`src/rtl/err_shot_pkg.sv`:
```
package err_shot_pkg;
  typedef enum logic {
    SRC_SW  = 1'b0,
    SRC_PIN = 1'b1
  } src_sel_e;
endpackage

```
`src/rtl/esi_sync.sv`:
```
module esi_sync #(
  parameter int STAGES = 2
) (
  input  logic clk,
  input  logic rst,
  input  logic d,
  output logic q
);
  logic [STAGES-1:0] chain;

  generate
    if (STAGES == 1) begin : g_one
      always_ff @(posedge clk) begin
        if (rst) chain <= '0;
        else     chain <= d;
      end
    end else begin : g_many
      always_ff @(posedge clk) begin
        if (rst) chain <= '0;
        else     chain <= {chain[STAGES-2:0], d};
      end
    end
  endgenerate

  assign q = chain[STAGES-1];

  // the input reaches the output no earlier than STAGES edges later
  assert_sync_delay_R10: assert property (@(posedge clk) disable iff (rst)
    $rose(q) |-> $past(chain[0]) || (STAGES == 1));
endmodule

```
`src/rtl/esi_arm.sv`:
```
module esi_arm
  import err_shot_pkg::*;
(
  input  logic     clk,
  input  logic     rst,
  input  src_sel_e sel,
  input  logic     sw_lvl,
  input  logic     pin_lvl,
  input  logic     opp,
  output logic     pending,
  output logic     rise
);
  logic src;
  logic src_prev;
  logic pending_nxt;

  // Mux first, then detect: a select change onto a high source is an edge.
  assign src  = (sel == SRC_PIN) ? pin_lvl : sw_lvl;
  assign rise = src & ~src_prev;

  // A new edge wins over consumption so it survives for the next opportunity.
  assign pending_nxt = rise | (pending & ~opp);

  always_ff @(posedge clk) begin
    if (rst) begin
      src_prev <= 1'b0;
      pending  <= 1'b0;
    end else begin
      src_prev <= src;
      pending  <= pending_nxt;
    end
  end

  // an edge always leaves a request armed
  assert_edge_arms_R2: assert property (@(posedge clk) disable iff (rst)
    rise |=> pending);
  // a source that stayed high gives no edge
  assert_level_no_edge_R3: assert property (@(posedge clk) disable iff (rst)
    ($past(src) && src) |-> !rise);
  // a request waits, unchanged, until an opportunity
  assert_request_holds_R4: assert property (@(posedge clk) disable iff (rst)
    (pending && !opp) |=> pending);
  // consumption without a new edge empties the flag
  assert_consume_clears_R8: assert property (@(posedge clk) disable iff (rst)
    (pending && opp && !rise) |=> !pending);
  // an edge during consumption re-arms
  assert_rearm_R9: assert property (@(posedge clk) disable iff (rst)
    (pending && opp && rise) |=> pending);
endmodule

```
`src/rtl/esi_gate.sv`:
```
module esi_gate #(
  parameter int N_TYPES = 4
) (
  input  logic               pending,
  input  logic               opp,
  input  logic [N_TYPES-1:0] en,
  output logic               pulse,
  output logic [N_TYPES-1:0] ins
);
  assign pulse = pending & opp;

  generate
    for (genvar t = 0; t < N_TYPES; t++) begin : g_type
      assign ins[t] = pulse & en[t];
    end
  endgenerate

  // a type strobe implies its enable
  always_comb begin
    assert_type_needs_en_R7: assert ((ins & ~en) == '0);
  end
endmodule

```
`src/rtl/err_shot_ctrl.sv`:
```
module err_shot_ctrl
  import err_shot_pkg::*;
#(
  parameter int N_TYPES     = 4,
  parameter int SYNC_STAGES = 2
) (
  input  logic               clk,
  input  logic               rst,
  input  logic               src_sel,
  input  logic               sw_req,
  input  logic               ext_req,
  input  logic               opp_strobe,
  input  logic [N_TYPES-1:0] type_en,
  output logic               insert_pulse,
  output logic [N_TYPES-1:0] type_ins
);
  logic     pin_sync;
  logic     pending;
  logic     rise;
  src_sel_e sel;

  assign sel = src_sel_e'(src_sel);

  esi_sync #(.STAGES(SYNC_STAGES)) u_sync (
    .clk (clk),
    .rst (rst),
    .d   (ext_req),
    .q   (pin_sync)
  );

  esi_arm u_arm (
    .clk     (clk),
    .rst     (rst),
    .sel     (sel),
    .sw_lvl  (sw_req),
    .pin_lvl (pin_sync),
    .opp     (opp_strobe),
    .pending (pending),
    .rise    (rise)
  );

  esi_gate #(.N_TYPES(N_TYPES)) u_gate (
    .pending (pending),
    .opp     (opp_strobe),
    .en      (type_en),
    .pulse   (insert_pulse),
    .ins     (type_ins)
  );

  // nothing fires in the first cycle out of reset
  assert_quiet_after_reset_R1: assert property (@(posedge clk)
    $fell(rst) |-> !insert_pulse);
  // a pulse needs the opportunity strobe
  assert_pulse_on_opp_R2: assert property (@(posedge clk) disable iff (rst)
    insert_pulse |-> opp_strobe);
  // back-to-back pulses need a fresh edge in between
  assert_no_double_R4: assert property (@(posedge clk) disable iff (rst)
    (insert_pulse && !rise) |=> !insert_pulse);
endmodule

```
`config.mk`:
```
export PLATFORM = sky130hd
export DESIGN_NAME = err_shot_ctrl
export DESIGN_NICKNAME = d
export VERILOG_FILES = /design/src/rtl/err_shot_pkg.sv /design/src/rtl/esi_sync.sv /design/src/rtl/esi_arm.sv /design/src/rtl/esi_gate.sv /design/src/rtl/err_shot_ctrl.sv
export SDC_FILE = /design/constraint.sdc
export NUM_CORES = 1
export LEC_CHECK = 0
export BUFFER_PORTS_ARGS = -buffer_cell sky130_fd_sc_hd__buf_2
export CAP_MARGIN = 20
export CORE_AREA = 2 2 39 41
export CTS_CLUSTER_DIAMETER = 50
export CTS_CLUSTER_SIZE = 16
export DETAILED_ROUTE_END_ITERATION = 12
export DIE_AREA = 0 0 41 43
export PLACE_DENSITY = 0.45
export SLEW_MARGIN = 20
export SYNTH_ARGS = -nofsm -noshare
export SYNTH_HDL_FRONTEND = slang
export SYNTH_SLANG_ARGS = --single-unit
```
`constraint.sdc`:
```
create_clock -name clk -period 1.7 [get_ports clk]
set_input_delay 0.085 -clock clk [delete_from_list [all_inputs] [get_ports clk]]
set_output_delay 0.085 -clock clk [all_outputs]
set_load 0.005 [all_outputs]
```
After elaboration in Yosys (flattened, before gate mapping)
Cells that the tools add are included.

storage, ports and cells
  register bits = 4
  bits of input ports = 10
  output and inout bits = 5
  word-level logic and storage cells = 14

cells by class
  muxes and demuxes = 1
  bitwise logic cells = 10

operators by type and width
  operator     count
  $and 1x1->1  7
  $not 1->1    2
  $mux 1       1
  $or 1x1->1   1

Logic depth before layout (Yosys ltp)
Gate-level depths: netlist of run 1.

  word-level depth = 3
  gate-level depth with buffers = 2
  gate-level depth less buffers = 2

Hierarchy
From an unflattened synthesis of run 1, not the netlist that was laid out.

second synthesis, totals
  cells, all modules = 16
  area, all modules = 158.9 µm²

modules (own cells, without submodules)
  module    times used  cells each  area each (µm²)  seq. area each (µm²)
  esi_arm   1           7           73.8             40.0
  esi_sync  1           4           52.6             40.0
  esi_gate  1           5           32.5             0.0

Worst setup path before layout of run 1
Ideal clock, no wire load.

  path type = register to register
  start = register u_arm.pending
  end = register u_arm.pending
  library setup time = 0.087 ns
  data arrival time = 0.724 ns
  data required time = 1.613 ns
  slack = 0.889 ns
  stages on the path, launching flop included = 3
  path buffers = 0
  clock period less this slack = 0.811 ns
  cell sequence = dfxtp_1 > or3b_1 > o31ai_1

on the way
  longest elaborated chain between the ends = 2

ends and longest elaborated chain
  what                    RTL line       source
  start, declared         esi_arm.sv:10  output logic pending,
  start signal, assigned  esi_arm.sv:30  pending <= pending_nxt;
  $and 1x1->1             esi_arm.sv:22  assign pending_nxt = rise | (pending & ~opp);
  $or 1x1->1              esi_arm.sv:22

No other way between the ends.
A chain may end at the register's enable or synchronous reset.

Final worst setup path of run 1
  start = register u_arm.pending
  end = output type_ins[0]

on the way
  longest elaborated chain between the ends = 2

ends and longest elaborated chain
  what           RTL line             source
  $and 1x1->1    esi_gate.sv:10       assign pulse = pending & opp;
  $and 1x1->1    esi_gate.sv:14       assign ins[t] = pulse & en[t];
  end, declared  err_shot_ctrl.sv:15  output logic [N_TYPES-1:0] type_ins

No other way between the ends.

==> impl_metrics.py, run 1 <==
metrics = {
    "grt": {
        "grt.met2_usage": 0.0719,
        "wire_length_of_the_first_global_routing_pass_um": 648,
        "grt_antenna_before_repair": 0,
        "first_global_vias": 168,
        "grt_max_degree": 7,
        "use_met3": 0.0890,
        "grt_use_met1": 0.0550,
        "grt_overflow": 0,
        "groute.usage.overall": 0.0634,
        "grt-busiest-layer": "met3",
    },
    "yosys": {
        "yosysUniqueCellTypes": 8,
        "top_cell_type_s_share_of_synthesized_area": 0.500,
        "synthXorXnorAreaFrac": 0,
        "flip_flop_and_latch_count_after_synthesis": 4,
        "synth_adder_area_share": 0,
        "synth_top_cell_by_area": "sky130_fd_sc_hd__dfxtp_1",
        "synth.yosys.seq_area_share": 0.500,
        "synth_simple_gate_area_frac": 0.391,
        "syn-instance-count": 15,
        "syn-cell-area_um2": 160,
        "mappedNetlistNets": 25,
        "synth-compound-area-share": 0.0469,
        "synth_top_family_by_area": "simple AND/OR/NAND/NOR gates",
        "synth_area_leaders": "sky130_fd_sc_hd__dfxtp_1, sky130_fd_sc_hd__and3_2, sky130_fd_sc_hd__nor2b_1",
        "syn_avg_cell_area_um2": 10.7,
        "synth.mux.area_fraction": 0.0625,
        "ys.warnings.count": 0,
    },
    "cells_and_area": {
        "finish.net_count": 44,
        "final_common_cell": "sky130_fd_sc_hd__buf_2",
        "drive_gt1_frac": 0.688,
        "mostFrequentLayoutCells": "sky130_fd_sc_hd__buf_2, sky130_fd_sc_hd__and3_2, sky130_fd_sc_hd__dfxtp_1, sky130_fd_sc_hd__clkbuf_4, sky130_fd_sc_hd__nor2b_1",
        "layout-area-overhead-vs-synth_pct": 70.3,
        "antenna-diode-count": 0,
        "final_core_util": 0.197,
    },
    "setup_path": {
        "worstSetupEndpointType": "primary output",
        "worstPathMaxFanout": 6,
        "worst_ep_required_time_ps": 1620,
        "crit_type": "flop to primary output",
        "startpoint_type": "flop",
        "arrival_ps": 880,
    },
    "clock_tree": {
        "insertion_delay_ps": 230,
        "clock_path_buffers": 2,
        "htreeDepth": 1,
        "numClockSinks": 4,
        "cts_root_buf": "sky130_fd_sc_hd__clkbuf_4",
        "cts_hold_repair_buffers": 0,
        "clkSlewWorstSetupHoldPaths_ps": 40,
        "post_cts.repair.setup_buffers": 0,
        "cts_resized": 0,
        "cts_buffers": 3,
        "cts_tree": "built",
    },
    "sta": {
        "setup_repair_after_global_routing_missed_its_margin": "no",
        "finalSetupViolations": 0,
        "slew_viol_final": 0,
        "layout_worst_path_cycle_share": 0.570,
        "fmax_mhz": 1030,
        "period_minus_slack_ps": 969,
        "worst_pin_slew_ps": 229,
        "number_of_failing_hold_endpoints_at_the_final_stage": 0,
        "slew-limit-headroom": 0.843,
        "fin_worst_skew_ps": 2.80,
        "setup_total_negative_slack_ps": 0,
    },
    "job": {
        "max_cap_violations": 0,
    },
    "outcome": {
        "outcome": "finished, final reports clean",
    },
    "routing": {
        "route.final.wire_length_um": 402,
        "post_drt_via_cell_ratio": 3.52,
        "detail_route.first_pass.iterations": 1,
        "ant_nets": 0,
        "detail_route.iter0.violations": 0,
        "detail_route.wl_per_cell_um": 8.38,
        "via_count": 169,
        "number_of_drc_violations_after_detailed_routing": 0,
    },
    "die": {
        "placeableCoreArea_um2": 1380,
        "ioPinCount": 15,
        "initial_core_util": 0.116,
        "die-area_um2": 1760,
        "die_x_um": 41,
        "height_of_the_die_um": 43,
        "num_rows": 14,
    },
    "hold_path": {
        "hold_path.class": "primary input to flop",
    },
    "power_and_ir_drop": {
        "p_per_area_nw_per_um2": 892,
        "finalPower_w": 0.000243,
        "cellLeakagePower_nw": 0.150,
        "irDropWorstVdd_uv": 355,
    },
    "placed_design": {
        "io_buffers": 14,
        "gpl.final_weighted_congestion": 0.576,
    },
}
==> metal layers <==
layer,up-vias,part of all wire
li1,87,-
met1,65,0.40
met2,17,0.34
met3,0,0.25
met4,0,0
met5,-,0
==> worst max-delay path, stage by stage, from the launching register on <==
cell,delay (ps)
sky130_fd_sc_hd__dfxtp_1,360
sky130_fd_sc_hd__and3_2,180
sky130_fd_sc_hd__buf_2,100
==> power by group <==
part	total [W]	internal, W	switching [W]
Combinational	0.0000250	0.0000156	0.00000936
Clock	0.000116	0.0000789	0.0000374
Sequential	0.000102	0.0000997	0.00000242
Total	0.000243	0.000194	0.0000492
==> final cells by class <==
| type | instances | area [µm²] |
|---|---|---|
| clock buffers | 3 | 22.5 |
| fillers | 156 | 1110 |
| multi-input cells | 11 | 80.1 |
| flip-flops and latches | 4 | 80.1 |
| well taps | 16 | 20.0 |
| repair buffers | 14 | 70.1 |
==> synthesized netlist by cell type <==
cell type and number:
sky130_fd_sc_hd__dfxtp_1 4, sky130_fd_sc_hd__and2_2 1, sky130_fd_sc_hd__o31ai_1 1, sky130_fd_sc_hd__nor2b_1 2
sky130_fd_sc_hd__mux2i_1 1, sky130_fd_sc_hd__nor2_1 1, sky130_fd_sc_hd__and3_2 4, sky130_fd_sc_hd__or3b_1 1
==> flip-flops by register name, summed over array words and instances, names as in the netlist <==
register / cells
u_arm.pending: 1
u_sync.chain: 2
u_arm.src_prev: 1
==> final timing paths <==
path / startpoint / endpoint / slack, ps / cells past startpoint
max: u_arm.pending$_SDFF_PP0_ / type_ins[0] / 730 / 2
max reg2reg: u_arm.pending$_SDFF_PP0_ / u_arm.pending$_SDFF_PP0_ / 840 / 2
min: ext_req / u_sync.chain[0]$_SDFF_PP0_ / 60 / 2
min reg2reg: u_arm.src_prev$_SDFF_PP0_ / u_arm.pending$_SDFF_PP0_ / 410 / 1
==> per-stage QoR <==
| step | worst slack, ps | hold slack [ps] | cell area, µm² | instances |
|---|---|---|---|---|
| after global routing | 627 | 56.1 | 273 | 48 |
| after floorplan | 889 | 157 | 160 | 15 |
| after global placement | 855 | 302 | 250 | 45 |
| after CTS | 709 | 53.0 | 273 | 48 |
| final | 731 | 60.4 | 273 | 48 |
| after detailed placement | 843 | 298 | 250 | 45 |
==> logic make-up after synthesis <==
kind of cell / count (synthesis)
compound gates: 1
flops: 4
mux: 1
simple gates: 9
Power figures use the tool's default switching activity.
==> run 2, diff against run 1 <==
--- a/config.mk
+++ b/config.mk
@@ -5,6 +5,7 @@
 export SDC_FILE = /design/constraint.sdc
 export NUM_CORES = 1
 export LEC_CHECK = 0
+export ABC_AREA = 1
 export BUFFER_PORTS_ARGS = -buffer_cell sky130_fd_sc_hd__buf_2
 export CAP_MARGIN = 20
 export CORE_AREA = 2 2 39 41
@@ -12,7 +13,7 @@
 export CTS_CLUSTER_SIZE = 16
 export DETAILED_ROUTE_END_ITERATION = 12
 export DIE_AREA = 0 0 41 43
-export PLACE_DENSITY = 0.45
+export PLACE_DENSITY = 0.47
 export SLEW_MARGIN = 20
 export SYNTH_ARGS = -nofsm -noshare
 export SYNTH_HDL_FRONTEND = slang
==> constraint.sdc (replaced) <==
create_clock -name clk -period 0.9 [get_ports clk]
set_input_delay 0.045 -clock clk [delete_from_list [all_inputs] [get_ports clk]]
set_output_delay 0.045 -clock clk [all_outputs]
set_load 0.005 [all_outputs]
==> run 2 against run 1 <==
Utilization up 2.2 points; area after synthesis up 12%; sequential cell count unchanged; critical path type unchanged.
==> impl_metrics.py, run 2 <==
metrics = {
    "job": {
        "max_cap_violations": 0,
    },
    "sta": {
        "setup_total_negative_slack_ps": 0,
        "finalSetupViolations": 0,
        "layout_worst_path_cycle_share": 0.989,
        "period_minus_slack_ps": 890,
        "fin_worst_skew_ps": 0.529,
        "fmax_mhz": 1120,
        "slew-limit-headroom": 0.937,
        "number_of_failing_hold_endpoints_at_the_final_stage": 0,
        "setup_repair_after_global_routing_missed_its_margin": "yes",
        "final_critical_path_setup_slack_ps": 9.74,
        "worst_pin_slew_ps": 94.2,
        "holdWs_ps": 11.7,
        "slew_viol_final": 0,
    },
    "yosys": {
        "ys.warnings.count": 0,
        "syn-cell-area_um2": 179,
        "flip_flop_and_latch_count_after_synthesis": 4,
        "syn_avg_cell_area_um2": 6.39,
        "yosys_most_used_dff": "sky130_fd_sc_hd__dfxtp_1",
        "synth_area_leaders": "sky130_fd_sc_hd__dfxtp_1, sky130_fd_sc_hd__inv_1, sky130_fd_sc_hd__nor2_1",
        "syn-instance-count": 28,
        "top_cell_type_s_share_of_synthesized_area": 0.448,
        "mappedNetlistNets": 38,
        "yosysMostFrequentCell": "sky130_fd_sc_hd__inv_1",
        "asyncSetResetFlopFracSynth": 0,
        "post_synth_edffs": 0,
        "synth_top_cell_by_area": "sky130_fd_sc_hd__dfxtp_1",
        "synth_top_cells_by_count": "sky130_fd_sc_hd__inv_1, sky130_fd_sc_hd__nor2_1, sky130_fd_sc_hd__dfxtp_1, sky130_fd_sc_hd__nand2_1",
        "yosysUniqueCellTypes": 8,
        "synth.yosys.seq_area_share": 0.448,
    },
    "placed_design": {
        "gpl.final_weighted_congestion": 0.532,
        "io_buffers": 14,
        "dp.final_hpwl_um": 301,
        "pre_cts_slack_ps": 216,
        "placed_area_um2": 269,
    },
    "cells_and_area": {
        "finish.net_count": 57,
        "largest_register_ffs": 2,
        "nFillCells": 158,
        "regMostFlops": "u_sync.chain",
        "final_common_cell": "sky130_fd_sc_hd__buf_2",
        "stdcell_area_um2": 303,
        "layout_top_registers": "u_sync.chain: 2 flops, u_arm.pending: 1 flops, u_arm.src_prev: 1 flops",
        "antenna-diode-count": 0,
        "drive_gt1_frac": 0.467,
        "mostFrequentLayoutCells": "sky130_fd_sc_hd__buf_2, sky130_fd_sc_hd__inv_1, sky130_fd_sc_hd__nor2_1",
        "layout-area-overhead-vs-synth_pct": 69.2,
    },
    "grt": {
        "grt_max_degree": 6,
        "grt_overflow": 0,
        "first_global_vias": 165,
        "groute.usage.overall": 0.0573,
        "wire_length_of_the_first_global_routing_pass_um": 621,
        "grt_antenna_before_repair": 0,
    },
    "outcome": {
        "outcome": "finished, final reports clean",
    },
    "die": {
        "initial_core_util": 0.129,
        "die-area_um2": 1760,
        "num_rows": 14,
        "placeableCoreArea_um2": 1380,
        "ioPinCount": 15,
        "height_of_the_die_um": 43,
        "die_x_um": 41,
    },
    "clock_tree": {
        "post_cts.repair.setup_buffers": 0,
        "clock_path_buffers": 2,
        "cts_root_buf": "sky130_fd_sc_hd__clkbuf_4",
        "cts_buffers": 3,
        "clkSlewWorstSetupHoldPaths_ps": 40,
        "cts_hold_repair_buffers": 0,
        "numClockSinks": 4,
        "htreeDepth": 1,
        "cts_tree": "built",
        "insertion_delay_ps": 230,
    },
    "power_and_ir_drop": {
        "irDropWorstVdd_uv": 698,
        "finalPower_w": 0.000471,
        "p_per_area_nw_per_um2": 1550,
        "cellLeakagePower_nw": 0.200,
    },
    "setup_path": {
        "worstSetupEndpointType": "primary output",
        "crit_type": "flop to primary output",
        "arrival_ps": 850,
        "timing.critical_path.slowest_stage_cell": "sky130_fd_sc_hd__dfxtp_2",
        "worst_ep_required_time_ps": 850,
        "path_buf_inv": 1,
        "biggest_cell_delay_along_the_critical_path_ps": 340,
        "worstPathMaxFanout": 5,
        "critical-path-top-delay-family": "flip-flops",
        "startpoint_type": "flop",
        "critical_path.cell_chain": "nand2_4 -> nor2_2 -> buf_2",
        "rrSetupSlack_ps": 270,
    },
    "routing": {
        "detail_route.wl_per_cell_um": 6.31,
        "detail_route.first_pass.iterations": 4,
        "route.final.wire_length_um": 385,
        "ant_nets": 0,
        "via_count": 201,
        "number_of_drc_violations_after_detailed_routing": 0,
        "detail_route.iter0.violations": 3,
        "post_drt_via_cell_ratio": 3.30,
    },
    "hold_path": {
        "hold_path.class": "primary input to flop",
    },
}
## run 2: changes by cell type after synthesis, sizes merged, moves of 2 or more
cell / change
inv: +10
nand2: +5
nor2: +5
and3: -4
nor2b: -2
## run 2: where the power goes
group | internal [W] | total, W | switching (W)
logic | 0.0000295 | 0.0000564 | 0.0000270
registers | 0.000189 | 0.000193 | 0.00000439
clock network | 0.000149 | 0.000221 | 0.0000721
total | 0.000367 | 0.000471 | 0.000103
## run 2: routing by layer
metal | share of wire | global-route usage | vias up
met4 | 0 | 0.0200 | 0
li1 | - | - | 112
met3 | 0.10 | 0.0628 | 0
met2 | 0.52 | 0.0875 | 8
met1 | 0.37 | 0.0453 | 81
met5 | 0 | 0 | -
## run 2: area by class of cell
cell class | count | area [µm²] | area share
inverters | 10 | 37.5 | 0.124
clock buffers | 3 | 22.5 | 0.0744
well taps | 16 | 20.0 | 0.0661
multi-input cells | 14 | 71.3 | 0.236
flip-flops and latches | 4 | 81.3 | 0.269
repair buffers | 14 | 70.1 | 0.231
## run 2: cell families after synthesis
logic type | Yosys count | share of synthesized area
simple gates | 13 | 0.315
buf+inv | 10 | 0.210
flops | 4 | 0.448
compound gates | 1 | 0.0279
## run 2: worst min-delay path, cell delays in order
cell	delay, ps
sky130_fd_sc_hd__buf_2	70
sky130_fd_sc_hd__inv_1	30
sky130_fd_sc_hd__nor2_1	60
## run 2: stage by stage
stage | util | cells
final | 0.219 | 61
after global routing | 0.219 | 61
after CTS | 0.213 | 61
after detailed placement | 0.194 | 58
after global placement | 0.194 | 58
after floorplan | - | 28
## run 2: worst paths after layout
path,from,endpoint,cells after the start
worst max-delay path,u_arm.pending$_SDFF_PP0_,type_ins[0],3
worst min-delay path,ext_req,u_sync.chain[0]$_SDFF_PP0_,3
worst max register to register,u_sync.chain[1]$_SDFF_PP0_,u_arm.pending$_SDFF_PP0_,4
worst min register to register,u_sync.chain[0]$_SDFF_PP0_,u_sync.chain[1]$_SDFF_PP0_,2
## run 2: repair_timing
action | 4_1_cts | 5_1_grt
setup endpoints to repair | 4 | 4
gates resized for setup | 2 | 2
pin swaps | 0 | 3
==> run 3, diff against run 2 <==
--- a/config.mk
+++ b/config.mk
@@ -8,12 +8,14 @@
 export ABC_AREA = 1
 export BUFFER_PORTS_ARGS = -buffer_cell sky130_fd_sc_hd__buf_2
 export CAP_MARGIN = 20
+export CELL_PAD_IN_SITES_DETAIL_PLACEMENT = 1
+export CELL_PAD_IN_SITES_GLOBAL_PLACEMENT = 2
 export CORE_AREA = 2 2 39 41
 export CTS_CLUSTER_DIAMETER = 50
 export CTS_CLUSTER_SIZE = 16
 export DETAILED_ROUTE_END_ITERATION = 12
 export DIE_AREA = 0 0 41 43
-export PLACE_DENSITY = 0.47
+export PLACE_DENSITY = 0.75
 export SLEW_MARGIN = 20
 export SYNTH_ARGS = -nofsm -noshare
 export SYNTH_HDL_FRONTEND = slang
==> run 3 against run 2 <==
Clock skew rose by 1.3 ps; non-clock buffer count stayed put; first-iteration DRC count down 100%.
==> impl_metrics.py, run 3 (synthesis results as in run 2) <==
metrics = {
    "sta": {
        "worst_pin_slew_ps": 120,
        "slew_viol_final": 0,
        "layout_worst_path_cycle_share": 0.971,
        "period_minus_slack_ps": 874,
        "number_of_failing_hold_endpoints_at_the_final_stage": 0,
        "final_critical_path_setup_slack_ps": 25.8,
        "setup_repair_after_global_routing_missed_its_margin": "yes",
        "fin_worst_skew_ps": 1.85,
        "finalSetupViolations": 0,
        "setup_total_negative_slack_ps": 0,
        "slew-limit-headroom": 0.920,
        "fmax_mhz": 1140,
    },
    "clock_tree": {
        "numClockSinks": 4,
        "clock_path_buffers": 2,
        "cts_root_buf": "sky130_fd_sc_hd__clkbuf_4",
        "cts_buffers": 3,
        "htreeDepth": 1,
        "cts_hold_repair_buffers": 0,
        "clkSlewWorstSetupHoldPaths_ps": 40,
        "insertion_delay_ps": 230,
        "cts_tree": "built",
        "post_cts.repair.setup_buffers": 0,
    },
    "setup_path": {
        "timing.critical_path.slowest_stage_cell": "sky130_fd_sc_hd__dfxtp_2",
        "arrival_ps": 830,
        "crit_type": "flop to primary output",
        "worstSetupEndpointType": "primary output",
        "worstPathMaxFanout": 5,
        "worst_ep_required_time_ps": 850,
        "critical_path.cell_chain": "nand2_4 -> nor2_2 -> buf_2",
        "startpoint_type": "flop",
        "biggest_cell_delay_along_the_critical_path_ps": 340,
    },
    "die": {
        "height_of_the_die_um": 43,
        "num_rows": 14,
        "initial_core_util": 0.129,
        "die_x_um": 41,
        "placeableCoreArea_um2": 1380,
        "ioPinCount": 15,
        "die-area_um2": 1760,
    },
    "cells_and_area": {
        "final_core_util": 0.219,
        "layout-area-overhead-vs-synth_pct": 69.2,
        "antenna-diode-count": 0,
        "finish.net_count": 57,
        "drive_gt1_frac": 0.467,
        "regMostFlops": "u_sync.chain",
        "final_common_cell": "sky130_fd_sc_hd__buf_2",
        "largest_register_ffs": 2,
        "mostFrequentLayoutCells": "sky130_fd_sc_hd__buf_2, sky130_fd_sc_hd__inv_1, sky130_fd_sc_hd__nor2_1",
        "fin_cells": 61,
        "layout_top_registers": "u_sync.chain: 2 flops, u_arm.pending: 1 flops, u_arm.src_prev: 1 flops",
    },
    "power_and_ir_drop": {
        "switching_share": 0.207,
        "combinationalPowerShare": 0.123,
        "p_per_area_nw_per_um2": 1530,
        "power_switching_w": 0.0000960,
        "irDropWorstVdd_uv": 498,
        "internal_power_w": 0.000367,
        "cellLeakagePower_nw": 0.201,
        "power.clock.fraction": 0.459,
        "pwr-share-seq": 0.418,
    },
    "routing": {
        "detail_route.first_pass.iterations": 1,
        "detail_route.wl_per_cell_um": 6.56,
        "post_drt_via_cell_ratio": 3.57,
        "via_count": 218,
        "detail_route.iter0.violations": 0,
        "ant_nets": 0,
        "number_of_drc_violations_after_detailed_routing": 0,
        "route.final.wire_length_um": 400,
    },
    "grt": {
        "wire_length_of_the_first_global_routing_pass_um": 676,
        "grt_max_degree": 6,
        "grt_overflow": 0,
        "first_global_vias": 207,
        "grt_antenna_before_repair": 0,
        "groute.usage.overall": 0.0603,
    },
    "placed_design": {
        "placed_cells_incl_taps": 58,
        "pre_cts_slack_ps": 206,
        "gpl.final_weighted_congestion": 0.576,
        "dp.final_hpwl_um": 344,
        "io_buffers": 14,
    },
    "outcome": {
        "outcome": "finished, final reports clean",
    },
    "job": {
        "max_cap_violations": 0,
    },
    "hold_path": {
        "hold_path.class": "primary input to flop",
    },
}
run 3: cell counts in the layout (fill, tap and decap cells not counted):
Identical to the previous run, type by type.
run 3: worst max-delay path, delay by kind of cell, from the launching register on:
family	cells	cell delay, ps
DFF	1	340
buffers and inverters	1	110
and+or+nand+nor	2	160
run 3: power groups by stage:
stage / clock, W / combinational (W) / sequential, W
6_report: 0.000212 / 0.0000567 / 0.000194
5_1_grt: 0.000239 / 0.0000672 / 0.000194
4_1_cts: 0.000229 / 0.0000560 / 0.000192
3_5_place_dp: 0 / 0.0000545 / 0.000194
3_3_place_gp: 0 / 0.0000530 / 0.000193
2_1_floorplan: 0 / 0.0000232 / 0.000193
run 3: what timing repair did:
action | CTS | global route
pin swaps | 1 | 1
endpoints found under the hold margin | 0 | 0
endpoints found under the setup margin | 4 | 4
resized for setup | 2 | 2
run 3: path summary, 6_finish.rpt:
| path | cells past startpoint | end | slack, ps | from |
|---|---|---|---|---|
| worst max register to register | 4 | u_arm.pending$_SDFF_PP0_ | 280 | u_sync.chain[1]$_SDFF_PP0_ |
| worst min-delay path | 3 | u_sync.chain[0]$_SDFF_PP0_ | 20 | ext_req |
| worst min register to register | 2 | u_sync.chain[1]$_SDFF_PP0_ | 400 | u_sync.chain[0]$_SDFF_PP0_ |
| worst max-delay path | 3 | type_ins[0] | 30 | u_arm.pending$_SDFF_PP0_ |
run 3: layout make-up:
cell class / instances / area, µm²
Inverter: 10 / 37.5
Fill cell: 184 / 1080
Timing Repair Buffer: 14 / 70.1
Tap cell: 16 / 20.0
Clock buffer: 3 / 22.5
Sequential cell: 4 / 81.3
Multi-Input combinational cell: 14 / 71.3
run 3: metrics by stage:
step | instance area, µm² | hold WS (ps) | power, W
final | 303 | 19.7 | 0.000463
after global routing | 303 | 18.3 | 0.000501
after CTS | 295 | 11.5 | 0.000477
after detailed placement | 269 | 258 | 0.000248
after global placement | 269 | 244 | 0.000246
after floorplan | 179 | 114 | 0.000216
run 3: routing by layer:
metal	vias up	track usage	routed length [µm]
met5	-	0	0
met4	0	0.0400	0
met3	0	0.0471	53
met2	10	0.100	210
met1	96	0.0419	137
li1	112	-	-
